`config.mk`:
```
export PLATFORM = sky130hd
export DESIGN_NAME = mode_seq_counter
export DESIGN_NICKNAME = d
export VERILOG_FILES = /design/src/rtl/seq_cnt_pkg.sv /design/src/rtl/gray_to_bin.sv /design/src/rtl/bin_to_gray.sv /design/src/rtl/code_successor.sv /design/src/rtl/mode_seq_counter.sv
export SDC_FILE = /design/constraint.sdc
export NUM_CORES = 1
export LEC_CHECK = 0
export BUFFER_PORTS_ARGS = -buffer_cell sky130_fd_sc_hd__buf_2
export CORE_AREA = 4 4 41 43
export CTS_CLUSTER_SIZE = 20
export DETAILED_ROUTE_END_ITERATION = 12
export DIE_AREA = 0 0 45 47
export GPL_ROUTABILITY_DRIVEN = 0
export GPL_TIMING_DRIVEN = 0
export REMOVE_ABC_BUFFERS = 1
export SYNTH_ARGS = -nofsm -noshare
export SYNTH_HDL_FRONTEND = slang
export SYNTH_SLANG_ARGS = --single-unit
```
`constraint.sdc`:
```
create_clock -name clk -period 2.6 [get_ports clk]
set_input_delay 0.39 -clock clk [delete_from_list [all_inputs] [get_ports clk]]
set_output_delay 0.39 -clock clk [all_outputs]
set_load 0.01 [all_outputs]
```
`src/rtl/seq_cnt_pkg.sv`:
```
// Package: shared types for the mode-selectable counter.
// Assumes: a one-bit order select; value 1 selects reflected Gray order.
package seq_cnt_pkg;
    typedef enum logic {
        SEQ_BINARY    = 1'b0,
        SEQ_REFLECTED = 1'b1
    } seq_mode_e;
endpackage

```
`src/rtl/gray_to_bin.sv`:
```
// gray_to_bin: converts a reflected Gray code to its binary rank.
// Assumes: pure combinational; bit i of the rank is the XOR of Gray bits i and above.
module gray_to_bin #(
    parameter int W = 3
) (
    input  logic [W-1:0] gray_i,
    output logic [W-1:0] bin_o
);
    // Each rank bit is the parity of the Gray bits from its position upward.
    for (genvar i = 0; i < W; i++) begin : g_bit
        assign bin_o[i] = ^gray_i[W-1:i];
    end
endmodule

```
`src/rtl/bin_to_gray.sv`:
```
// bin_to_gray: converts a binary rank to its reflected Gray code.
// Assumes: pure combinational.
module bin_to_gray #(
    parameter int W = 3
) (
    input  logic [W-1:0] bin_i,
    output logic [W-1:0] gray_o
);
    // Each Gray bit is the XOR of a rank bit and the bit above it.
    assign gray_o = bin_i ^ (bin_i >> 1);
endmodule

```
`src/rtl/code_successor.sv`:
```
// code_successor: gives the next code of the present code in the selected order.
// Assumes: both orders cover all 2**W codes; one shared incrementer serves both.
module code_successor
    import seq_cnt_pkg::*;
#(
    parameter int W = 3
) (
    input  logic [W-1:0] cur_i,
    input  seq_mode_e    mode_i,
    output logic [W-1:0] nxt_o
);
    logic [W-1:0] rank_from_gray;
    logic [W-1:0] rank_cur;
    logic [W-1:0] rank_nxt;
    logic [W-1:0] gray_nxt;

    gray_to_bin #(.W(W)) u_g2b (.gray_i(cur_i), .bin_o(rank_from_gray));

    // Pick the position of the present code within the selected order.
    assign rank_cur = (mode_i == SEQ_REFLECTED) ? rank_from_gray : cur_i;
    // Advance the position by one, wrapping at the end of the order.
    assign rank_nxt = rank_cur + W'(1);

    bin_to_gray #(.W(W)) u_b2g (.bin_i(rank_nxt), .gray_o(gray_nxt));

    // Map the new position back to a code in the selected order.
    assign nxt_o = (mode_i == SEQ_REFLECTED) ? gray_nxt : rank_nxt;

    // Gray successor must differ from the present code in exactly one bit.
    always_comb begin
        if (mode_i == SEQ_REFLECTED) begin
            p_gray_one_bit_r3: assert ($countones(nxt_o ^ cur_i) == 1);
        end
    end
endmodule

```
`src/rtl/mode_seq_counter.sv`:
```
// mode_seq_counter: 3-bit counter that steps in binary or reflected Gray order.
// Assumes: seq_sel and cnt_en are synchronous to clk; rst_n is a synchronous
// active-low reset; code_q comes straight from the state register.
module mode_seq_counter
    import seq_cnt_pkg::*;
#(
    parameter int W = 3
) (
    input  logic         clk,
    input  logic         rst_n,
    input  logic         cnt_en,
    input  logic         seq_sel,
    output logic [W-1:0] code_q
);
    localparam logic [W-1:0] CODE_ZERO = '0;
    localparam logic [W-1:0] GRAY_LAST = W'(1) << (W - 1);

    seq_mode_e    mode;
    logic [W-1:0] code_nxt;

    assign mode = seq_mode_e'(seq_sel);

    code_successor #(.W(W)) u_succ (
        .cur_i  (code_q),
        .mode_i (mode),
        .nxt_o  (code_nxt)
    );

    // State register: reset to zero, else advance when enabled, else hold.
    always_ff @(posedge clk) begin
        if (!rst_n) begin
            code_q <= CODE_ZERO;
        end else if (cnt_en) begin
            code_q <= code_nxt;
        end
    end

    // Disabled counter keeps its code.
    p_hold_r4: assert property (@(posedge clk) disable iff (!rst_n)
        !cnt_en |=> $stable(code_q));

    // Binary step adds one modulo the code space.
    p_binary_step_r2: assert property (@(posedge clk) disable iff (!rst_n)
        (cnt_en && !seq_sel) |=> (code_q == W'($past(code_q) + W'(1))));

    // Gray step flips exactly one bit of the registered code.
    p_gray_step_r3: assert property (@(posedge clk) disable iff (!rst_n)
        (cnt_en && seq_sel) |=> ($countones(code_q ^ $past(code_q)) == 1));

    // Last Gray code wraps to zero.
    p_gray_wrap_r3: assert property (@(posedge clk) disable iff (!rst_n)
        (cnt_en && seq_sel && code_q == GRAY_LAST) |=> (code_q == CODE_ZERO));
endmodule

```
# Word-level counts from Yosys, hierarchy flattened
# Cells that the tools add are included.
dict set report word_totals {
  regBits 3
  latch_bits 0
  mem_bits_rw 0
  mem_bits_ro 0
  input_bits 4
  out_inout_bits 3
  elab_cells 7
  mem_count 0
}
dict set report op_classes {
  add_sub_neg 1
  mul 0
  div 0
  magnitude_cmp 0
  eq_ne 0
  n_shift 0
  muxes 2
  bitwise_logic 1
  n_reduce_logical 2
}
# cell count
set op_table {}
lappend op_table {{adder 3 x 1 -> 3 bit (second input constant)} 1}
lappend op_table {{2-to-1 mux 3 bit} 1}
lappend op_table {{XOR reduction 3 bit} 1}
lappend op_table {{XOR 3 x 2 -> 3 bit} 1}
lappend op_table {{2-to-1 mux 2 bit} 1}
lappend op_table {{XOR reduction 2 bit} 1}

# Longest topological paths before layout
dict set report logic_depth {
  depth_word 5
  ltp_mapped 7
  mapped_depth_nobuf 7
}

# Modules after synthesis
# Synthesis repeated with hierarchy kept, for this count alone.
dict set report unflattened {
  hier_cells 29
  hier_area_um2 284.0
}
# mod n_inst cells_each area_per_inst_um2 seq_area_each_um2
set modules_own_cells {}
lappend modules_own_cells {code_successor 1 14 110.1 0.0}
lappend modules_own_cells {mode_seq_counter 1 9 108.9 60.1}
lappend modules_own_cells {gray_to_bin 1 3 40.0 0.0}
lappend modules_own_cells {bin_to_gray 1 3 25.0 0.0}

# Least setup slack after synthesis
# Ideal clock, no wire load.
dict set report synth_timing {
  kind {register to register}
  start {register code_q[2]}
  end {register code_q[1]}
  setup_ns 0.074
  arrival_time_ns 1.531
  t_required_ns 2.526
  path_slack_ns 0.995
  stages_incl_launch_ff 8
  n_path_buf 0
  period_less_slack_ns 1.605
  cell_sequence {dfxtp_1 > xor2_1 > nand2_1 > xnor2_1 > ha_1 > xor2_1 > a21bo_2 > a31oi_1}
}
dict set report synth_via {
  elab_chain_len 5
  word_cells_on_any_way 6
  cone_classes {add/sub (1); mux (2); bitwise (1); reduce/logical (2)}
}
# element line
set synth_lines {}
lappend synth_lines {{start, declared} mode_seq_counter.sv:13} ;# output logic [W-1:0] code_q
lappend synth_lines {{start signal, assigned} mode_seq_counter.sv:34} ;# code_q <= code_nxt;
lappend synth_lines {{XOR reduction 3 bit or XOR reduction 2 bit (tied branches)} gray_to_bin.sv:11} ;# assign bin_o[i] = ^gray_i[W-1:i];
lappend synth_lines {{2-to-1 mux 2 bit} code_successor.sv:20} ;# assign rank_cur = (mode_i == SEQ_REFLECTED) ? rank_from_gray : cur_i;
lappend synth_lines {{adder 3 x 1 -> 3 bit *} code_successor.sv:22} ;# assign rank_nxt = rank_cur + W'(1);
lappend synth_lines {{XOR 3 x 2 -> 3 bit} bin_to_gray.sv:10} ;# assign gray_o = bin_i ^ (bin_i >> 1);
lappend synth_lines {{2-to-1 mux 3 bit *} code_successor.sv:27} ;# assign nxt_o = (mode_i == SEQ_REFLECTED) ? gray_nxt : rank_nxt;
# Every way passes the cells marked *; elsewhere a longest branch is shown, timed or not.
# A chain may end at the register's enable or synchronous reset.

# Worst setup path after layout
# Same ends and word-level chain as after synthesis.

==> flow_summary.toml <==
[sta]
min_period_over_period = 0.641
finalHoldViolCount = 0
slew_headroom = 0.851
tightest_slew_ps = 223
setup_viol = 0
setup-tns-final_ps = 0
fin_worst_skew_ps = 4.18
final-max-slew-violation-count = 0
period_needed_ps = 1670
clock.fmax_mhz = 600
rsz0062_at_grt = "false"

[synth]
yosysTopAreaCell = "dfxtp_1"
syn_inst = 22
synth_top_area_share = 0.312
ys_ff_latch = 3
syn_avg_cell_area_um2 = 8.76
yosysSeqAreaShare = 0.312
ys.warnings.count = 0
ys_types = 14
syn_area_um2 = 193
synth_area_leaders = "dfxtp_1 (31%), xnor2_1 (14%), xor2_1 (9.1%), nand2_1 (7.8%), ha_1 (6.5%)"

[detailed_routing]
drc = 0
dr.pass1.iters = 2
routed_wl_um = 441
viasPerCell = 3.74
drtAntennaViolNets = 0
vias = 176
drtIter0Drc = 1
wl_per_cell_um = 9.38

[worst_setup_path]
endpoint = "code_q[1]"
critical_path_class = "flip-flop to flip-flop"
end_kind = "flip-flop"
r2r_setup_slack_ps = 930
start_kind = "flip-flop"
r2r_start = "code_q[2]"
crit_required_ps = 2760
r2r-end = "code_q[1]"
arrival_ps = 1830
setup.worst_path.start = "code_q[2]"
crit_fanout = 5
r2r_cells = 7

[grt]
grtUsageMet3 = 0.0690
grt_first_pass_wirelength_um = 655
grt_util_met1 = 0.0477
track_usage = 0.0529
antenna_found_initial = 0
overflow = 0
grt_max_degree = 7
grt_pass1_vias = 155
use_met2 = 0.0621
top_usage_layer = "met3"

[clock_network]
cts_repair_resize_count = 0
root_buffer = "clkbuf_4"
clockBufferDepth = 2
clk_pin_slew_ps = 40
cts_tree = "yes"
clock_sinks = 3
numCtsBuffers = 3
cts_hold_buf = 0
cts_setup_buffers = 0
h-tree-depth = 1
insertion_delay_ps = 240

[cells_and_area]
final_common_cell = "buf_2"
top_register = "code_q"
num-nets-final = 38
design_area_um2 = 268
reg_top3 = "code_q x3"
multi_input_comb_area_um2 = 133
syn_to_final_growth_pct = 39.0
largest_register_ffs = 3
antenna_cells = 0
fill_cells = 152
seqCellArea_um2 = 60.1
final_cell_mix = "buf_2 (6), nand2_1 (4), xnor2_1 (3), clkbuf_4 (3), dfxtp_1 (3)"
drive_gt1_frac = 0.313

[run]
maxCapViolations = 0

[floorplan]
start_util = 0.148
num_rows = 13
core-area_um2 = 1300
ioPinCount = 7
die_height_um = 47
die_w_um = 45
die_area_um2 = 2120

[power]
peakVddDrop_mv = 0.216
leakage_uw = 0.000124
power_density_nw_per_um2 = 672

[placement]
place_area_um2 = 241
io_buffers = 6

[outcome]
status = "complete, no violations"

[worst_hold_path]
hold_class = "primary input to flip-flop"
[layout make-up]
type	instances	share of cell area
tap	15	0.0701
timing repair buffer	6	0.112
clock buffer	4	0.0981
multi-input combinational	19	0.495
sequential	3	0.224
[through the flow]
stage | instances | power, uW | util | hold WS (ps) | worst slack (ps)
after detailed placement | 43 | 97.8 | 0.186 | 587 | 948
after floorplan | 22 | 84.9 | - | 490 | 995
after global routing | 47 | 198 | 0.206 | 404 | 818
final | 47 | 180 | 0.206 | 403 | 933
after global placement | 43 | 96.8 | 0.186 | 581 | 960
after CTS | 47 | 186 | 0.206 | 402 | 912
[cells in the mapped netlist, drive strengths merged]
cell type / count
nor3b: 1
nor2: 1
o31a: 1
a31oi: 1
xnor2: 3
nand2: 4
dfxtp: 3
ha: 1
and2: 1
xor2: 2
nand3b: 1
o21ai: 1
nor2b: 1
a21bo: 1
[logic make-up (layout without fill, tap and decap cells)]
group                      after synthesis  count (layout)  synth area share
AOI/OAI and AO/OA                        4               4             0.156
adders and majority gates                1               1            0.0649
and+or+nand+nor                          9               9             0.240
DFF                                      3               3             0.312
xor gates and xnor gates                 5               5             0.227
buffers and inverters                    0              10                 0
[power breakdown]
group / switching [uW] / internal, uW / leakage, uW
registers: 5.11 / 50.5 / 0.0000247
logic: 17.8 / 23.4 / 0.0000845
clock network: 25.5 / 57.6 / 0.0000150
total: 48.4 / 131 / 0.000124
[metal layers]
metal  wire (um)  share of wire
met1         190           0.43
met2         187           0.42
met3          62           0.14
met4           0              0
met5           0              0
[how the worst min path moves through the flow]
stage / start / end / slack, ps / cells past startpoint
after floorplan: cnt_en / code_q[1] / 490 / 1
after global placement: code_q[1] / code_q[1] / 580 / 2
after detailed placement: code_q[1] / code_q[1] / 590 / 2
after CTS: rst_n / code_q[0] / 400 / 2
after global routing: rst_n / code_q[0] / 400 / 2
final: rst_n / code_q[0] / 400 / 2
[critical path, cell delays in order, from the launching register on]
cell     delay [ps]
dfxtp_1         430
xor2_1          210
nand2_1          90
xnor2_1         130
ha_1            200
xor2_1          160
a21bo_2         220
a31oi_1         150
No activity file was read; power rests on OpenSTA's default activity.
